<file path="config.mk">
export PLATFORM = sky130hd
export DESIGN_NAME = mdrop_addr_filter
export DESIGN_NICKNAME = d
export VERILOG_FILES = /design/src/rtl/mdf_pkg.sv /design/src/rtl/mdf_classify.sv /design/src/rtl/mdf_gate.sv /design/src/rtl/mdf_irq.sv /design/src/rtl/mdf_wstage.sv /design/src/rtl/mdrop_addr_filter.sv
export SDC_FILE = /design/constraint.sdc
export NUM_CORES = 1
export LEC_CHECK = 0
export ABC_AREA = 1
export BUFFER_PORTS_ARGS = -buffer_cell sky130_fd_sc_hd__buf_4
export CAP_MARGIN = 5
export CORE_AREA = 2 2 45 47
export DETAILED_ROUTE_END_ITERATION = 10
export DIE_AREA = 0 0 47 49
export PLACE_DENSITY = 0.89
export SLEW_MARGIN = 15
export SYNTH_ARGS = -nofsm -noshare
export SYNTH_HDL_FRONTEND = slang
export SYNTH_HIERARCHICAL = 1
export SYNTH_SLANG_ARGS = --single-unit
</file>
<file path="constraint.sdc">
create_clock -name clk -period 3 [get_ports clk]
set_input_delay 0.3 -clock clk [delete_from_list [all_inputs] [get_ports clk]]
set_output_delay 0.3 -clock clk [all_outputs]
set_load 0.01 [all_outputs]
</file>
<file path="src/rtl/mdf_pkg.sv">
package mdf_pkg;

  // Per-character classification, one-hot when a strobe is present
  typedef struct packed {
    logic bypass;    // mode off: pass through
    logic data;      // filtering, ninth bit 0
    logic match;     // filtering, address equal to station
    logic mismatch;  // filtering, address not equal to station
  } mdf_evt_t;

endpackage

</file>
<file path="src/rtl/mdf_classify.sv">
module mdf_classify
  import mdf_pkg::*;
#(
  parameter int DATA_W = 8
) (
  input  logic              rx_valid,
  input  logic [DATA_W-1:0] rx_data,
  input  logic              rx_ninth,
  input  logic              mode_en,
  input  logic [DATA_W-1:0] station_addr,
  output mdf_evt_t          evt
);

  function automatic logic addr_hit(input logic [DATA_W-1:0] d,
                                    input logic [DATA_W-1:0] a);
    return (d ^ a) == '0;
  endfunction

  logic filt;
  logic hit;

  assign filt = rx_valid && mode_en;
  assign hit  = addr_hit(rx_data, station_addr);

  always_comb begin
    evt.bypass   = rx_valid && !mode_en;
    evt.data     = filt && !rx_ninth;
    evt.match    = filt && rx_ninth && hit;
    evt.mismatch = filt && rx_ninth && !hit;
  end

  always_comb begin
    assert_evt_onehot_R3: assert ($onehot0(evt));
  end

endmodule

</file>
<file path="src/rtl/mdf_gate.sv">
module mdf_gate (
  input  logic clk,
  input  logic rst_n,
  input  logic ev_match,
  input  logic ev_mismatch,
  input  logic host_disable,
  output logic rx_on
);

  always_ff @(posedge clk) begin
    if (!rst_n)            rx_on <= 1'b0;
    else if (host_disable) rx_on <= 1'b0;
    else if (ev_match)     rx_on <= 1'b1;
    else if (ev_mismatch)  rx_on <= 1'b0;
  end

  assert_match_turns_on_R4: assert property (@(posedge clk) disable iff (!rst_n)
    (ev_match && !host_disable) |=> rx_on);

  assert_mismatch_turns_off_R8: assert property (@(posedge clk) disable iff (!rst_n)
    ev_mismatch |=> !rx_on);

  assert_host_disable_wins_R10: assert property (@(posedge clk) disable iff (!rst_n)
    host_disable |=> !rx_on);

endmodule

</file>
<file path="src/rtl/mdf_irq.sv">
module mdf_irq (
  input  logic clk,
  input  logic rst_n,
  input  logic set_req,
  input  logic ack,
  output logic irq_flag
);

  always_ff @(posedge clk) begin
    if (!rst_n)       irq_flag <= 1'b0;
    else if (set_req) irq_flag <= 1'b1;
    else if (ack)     irq_flag <= 1'b0;
  end

  assert_irq_has_cause_R7: assert property (@(posedge clk) disable iff (!rst_n)
    $rose(irq_flag) |-> $past(set_req));

  assert_irq_held_R7: assert property (@(posedge clk) disable iff (!rst_n)
    (irq_flag && !ack) |=> irq_flag);

endmodule

</file>
<file path="src/rtl/mdf_wstage.sv">
module mdf_wstage #(
  parameter int DATA_W = 8,
  localparam int WORD_W = DATA_W + 1
) (
  input  logic              clk,
  input  logic              rst_n,
  input  logic              wr_req,
  input  logic              slot_bit,
  input  logic [DATA_W-1:0] data_in,
  output logic              fifo_wr,
  output logic [WORD_W-1:0] fifo_word
);

  function automatic logic [WORD_W-1:0] pack_word(input logic s,
                                                  input logic [DATA_W-1:0] d);
    return {s, d};
  endfunction

  always_ff @(posedge clk) begin
    if (!rst_n) begin
      fifo_wr   <= 1'b0;
      fifo_word <= '0;
    end else begin
      fifo_wr <= wr_req;
      if (wr_req) fifo_word <= pack_word(slot_bit, data_in);
    end
  end

  assert_wr_one_cycle_R11: assert property (@(posedge clk) disable iff (!rst_n)
    (fifo_wr && !$past(wr_req, 2)) |=> !fifo_wr);

endmodule

</file>
<file path="src/rtl/mdrop_addr_filter.sv">
module mdrop_addr_filter
  import mdf_pkg::*;
#(
  parameter int DATA_W = 8,
  localparam int WORD_W = DATA_W + 1
) (
  input  logic              clk,
  input  logic              rst_n,
  input  logic              rx_valid,
  input  logic [DATA_W-1:0] rx_data,
  input  logic              rx_ninth,
  input  logic              rx_perr,
  input  logic              mode_en,
  input  logic [DATA_W-1:0] station_addr,
  input  logic              lsi_en,
  input  logic              host_disable,
  input  logic              irq_ack,
  output logic              fifo_wr,
  output logic [WORD_W-1:0] fifo_word,
  output logic              irq_flag
);

  mdf_evt_t evt;
  logic     rx_on;
  logic     accept;
  logic     slot_bit;
  logic     irq_set;

  mdf_classify #(.DATA_W(DATA_W)) u_classify (
    .rx_valid     (rx_valid),
    .rx_data      (rx_data),
    .rx_ninth     (rx_ninth),
    .mode_en      (mode_en),
    .station_addr (station_addr),
    .evt          (evt)
  );

  mdf_gate u_gate (
    .clk          (clk),
    .rst_n        (rst_n),
    .ev_match     (evt.match),
    .ev_mismatch  (evt.mismatch),
    .host_disable (host_disable),
    .rx_on        (rx_on)
  );

  // Named write decision and error-slot selection
  assign accept   = evt.bypass || evt.match || (evt.data && rx_on);
  assign slot_bit = evt.match ? rx_ninth : rx_perr;
  assign irq_set  = evt.match && lsi_en;

  mdf_irq u_irq (
    .clk      (clk),
    .rst_n    (rst_n),
    .set_req  (irq_set),
    .ack      (irq_ack),
    .irq_flag (irq_flag)
  );

  mdf_wstage #(.DATA_W(DATA_W)) u_wstage (
    .clk       (clk),
    .rst_n     (rst_n),
    .wr_req    (accept),
    .slot_bit  (slot_bit),
    .data_in   (rx_data),
    .fifo_wr   (fifo_wr),
    .fifo_word (fifo_word)
  );

  assert_wr_needs_valid_R11: assert property (@(posedge clk) disable iff (!rst_n)
    fifo_wr |-> $past(rx_valid));

  assert_mismatch_dropped_R8: assert property (@(posedge clk) disable iff (!rst_n)
    evt.mismatch |=> !fifo_wr);

  assert_addr_slot_set_R5: assert property (@(posedge clk) disable iff (!rst_n)
    (fifo_wr && $past(evt.match)) |-> fifo_word[DATA_W]);

  assert_off_data_dropped_R3: assert property (@(posedge clk) disable iff (!rst_n)
    (evt.data && !rx_on) |=> !fifo_wr);

  assert_bypass_written_R2: assert property (@(posedge clk) disable iff (!rst_n)
    evt.bypass |=> (fifo_wr && fifo_word == {$past(rx_perr), $past(rx_data)}));

endmodule

</file>
==> flow_metrics.py <==
metrics = {
    "sta": {
        "clock_skew_ps": 4.12,
        "fin_crit_ps": 1600,
        "rsz0062_at_grt": "false",
        "slew_headroom_pct": 64.8,
        "slew_violations": 0,
        "setup_viol_count_final": 0,
        "tightest_slew_ps": 527,
        "finalCritPeriodShare_pct": 53.2,
        "fmax_mhz": 627,
        "tns_ps": 0,
        "hold_violations": 0,
    },
    "critical_path": {
        "cp_common_cell": "nand2_1",
        "critPathMaxFanout": 19,
        "worst_setup_path_start_kind": "input port",
        "worstPathArrival_ps": 1760,
        "r2r_start": "u_gate/rx_on$_SDFFE_PP0P_",
        "criticalPathCategory": "input port to flip-flop",
        "rr_worst_depth": 5,
        "startpoint": "rx_data[1]",
        "cp_cell_sequence": "buf_4, inv_1, nand2_1, nand2_1, o21ai_1, nor2_2, nand2_1, nor2_1, nor2_1, nand2_1, nand2_1, nand2_1, nor2_1",
        "cpPeakStageDelay_ps": 400,
        "critPathCaptureType": "flip-flop",
        "required_ps": 3170,
        "cp_slowest_cell": "nand2_1",
    },
    "drt": {
        "first_iter_violations": 4,
        "first_pass_iters": 4,
        "vias_per_cell": 4.09,
        "ant_nets": 0,
        "num_vias": 896,
        "wl_um": 1580,
        "wire_per_inst_um": 7.21,
        "drcViolationCount": 0,
    },
    "global_routing": {
        "grt-ovfl-total": 0,
        "track_usage_pct": 15.7,
        "antenna_found_initial": 0,
        "grt_max_degree": 20,
        "grt_pass1_vias": 750,
        "grt_pass1_wl_um": 2730,
    },
    "final_layout": {
        "seq_area_um2": 240,
        "area_growth_pct": 36.1,
        "fill_cells": 202,
        "drive_above_1_share_pct": 22.9,
        "multi_input_area_um2": 410,
        "fin_area_um2": 1120,
        "n_antenna_cell": 0,
        "nets": 218,
        "final_util_pct": 60.7,
    },
    "yosys": {
        "yosysSeqAreaShare_pct": 29.2,
        "synth_most_common_cell": "nand2_1",
        "synth_seq_cells": 12,
        "synth_edf_count": 0,
        "synth_area_leaders": "nand2_1 (31%), dfxtp_1 (29%), inv_1 (16%)",
        "synth_ff_type": "dfxtp_1",
        "syn_area_um2": 822,
        "yosysTopAreaCell": "nand2_1",
        "synth_top_area_share_pct": 31.1,
        "syn_nets": 181,
        "ys_warn_count": 6,
        "synthCells": 156,
        "synthTopCellsByCount": "nand2_1 (68), inv_1 (34), nor2_1 (31)",
        "syn_area_per_cell_um2": 5.27,
        "async_flop_share_pct": 0,
        "synth.distinct_cells": 12,
    },
    "placement": {
        "placedInstanceArea_um2": 1080,
        "hpwl_um": 1290,
        "port_buffers": 35,
        "place_congestion": 0.814,
    },
    "cts": {
        "cts_setup_buffers": 0,
        "cts_tree": "yes",
        "htreeDepth": 1,
        "ctsResizeCount": 0,
        "clock_path_buffers": 2,
        "numCtsBuffers": 3,
        "clkLatencyLatePin_ps": 270,
        "clockRootBuffer": "clkbuf_4",
        "cts_hold_buf": 0,
        "clk_pin_slew_worst_paths_ps": 70,
        "clock-sinks": 12,
    },
    "status": {
        "status": "finished clean",
    },
    "floorplanning": {
        "core_area_um2": 1840,
        "die_height_um": 49,
        "num_rows": 16,
        "dieArea_um2": 2300,
        "start_util_pct": 44.6,
        "num_io_pins": 36,
        "chipWidth_um": 47,
    },
    "power": {
        "p_per_area_nw_per_um2": 355,
        "leakagePower_nw": 0.701,
        "peakVddDrop_mv": 0.309,
    },
    "hold_path": {
        "whs_path_depth": 4,
        "min_from": "host_disable",
        "min_path_type": "input port to flip-flop",
    },
    "job": {
        "max_cap_violations": 0,
    },
}
==> area by class of cell <==
class | count | share of cell area (%)
inverters | 36 | 12.1
multi-input cells | 105 | 36.7
well taps | 27 | 3.02
repair buffers | 35 | 23.5
flip-flops and latches | 12 | 21.5
clock buffers | 4 | 3.24
==> kinds of logic (layout without fill, tap and decap cells) <==
logic type             after synthesis  count (layout)  share of synthesized area, %
flip-flops                          12              12                          29.2
AND/OR/NAND/NOR                    102             102                          47.2
buffers and inverters               39              75                          20.9
AO/OA/AOI/OAI                        3               3                          2.74
==> state kept, by name, indices dropped and copies added (netlist names) <==
signal	cells
u_wstage/fifo_word	9
u_irq/irq_flag	1
u_wstage/fifo_wr	1
u_gate/rx_on	1
==> report_power, final <==
| part | total [mW] | internal, mW | switching, mW |
|---|---|---|---|
| combinational | 0.0986 | 0.0494 | 0.0492 |
| clock | 0.126 | 0.0738 | 0.0523 |
| sequential | 0.172 | 0.168 | 0.00434 |
==> metal layers <==
| metal | global-route usage (%) | wire, µm | vias up |
|---|---|---|---|
| li1 | - | - | 509 |
| met1 | 18.4 | 719 | 355 |
| met2 | 25.8 | 709 | 27 |
| met3 | 5.93 | 131 | 5 |
| met4 | 4.17 | 17 | 0 |
| met5 | 0 | 0 | - |
==> placed cells by master, fill, tap and decap left out, drive strengths merged <==
cell / count
dfxtp: 12
nor2: 32
nand3: 2
clkbuf: 4
o21ai: 1
nand2: 68
a21oi: 2
buf: 35
inv: 36
==> worst max-delay path: cells and delay by family <==
kind,cells,cell delay (ps)
simple gates,10,1200
compound gates,1,80
buf+inv,2,180
==> metrics by stage <==
| stage | hold slack (ps) | setup slack, ps | power [mW] | std cells |
|---|---|---|---|---|
| detailed placement | 456 | 1110 | 0.275 | 215 |
| global placement | 460 | 1170 | 0.274 | 215 |
| global route | 248 | 1150 | 0.431 | 219 |
| finish | 256 | 1400 | 0.397 | 219 |
| floorplan | 422 | 1610 | 0.230 | 156 |
| CTS | 254 | 1390 | 0.401 | 219 |
==> path summary, 6_finish.rpt <==
| path | to | slack, ps |
|---|---|---|
| max | u_wstage/fifo_word[1]$_SDFFE_PN0P_ | 1400 |
| min | u_gate/rx_on$_SDFFE_PP0P_ | 260 |
| max reg2reg | u_wstage/fifo_word[1]$_SDFFE_PN0P_ | 1880 |
| min reg2reg | u_gate/rx_on$_SDFFE_PP0P_ | 470 |
No activity file was read; power rests on OpenSTA's default activity.
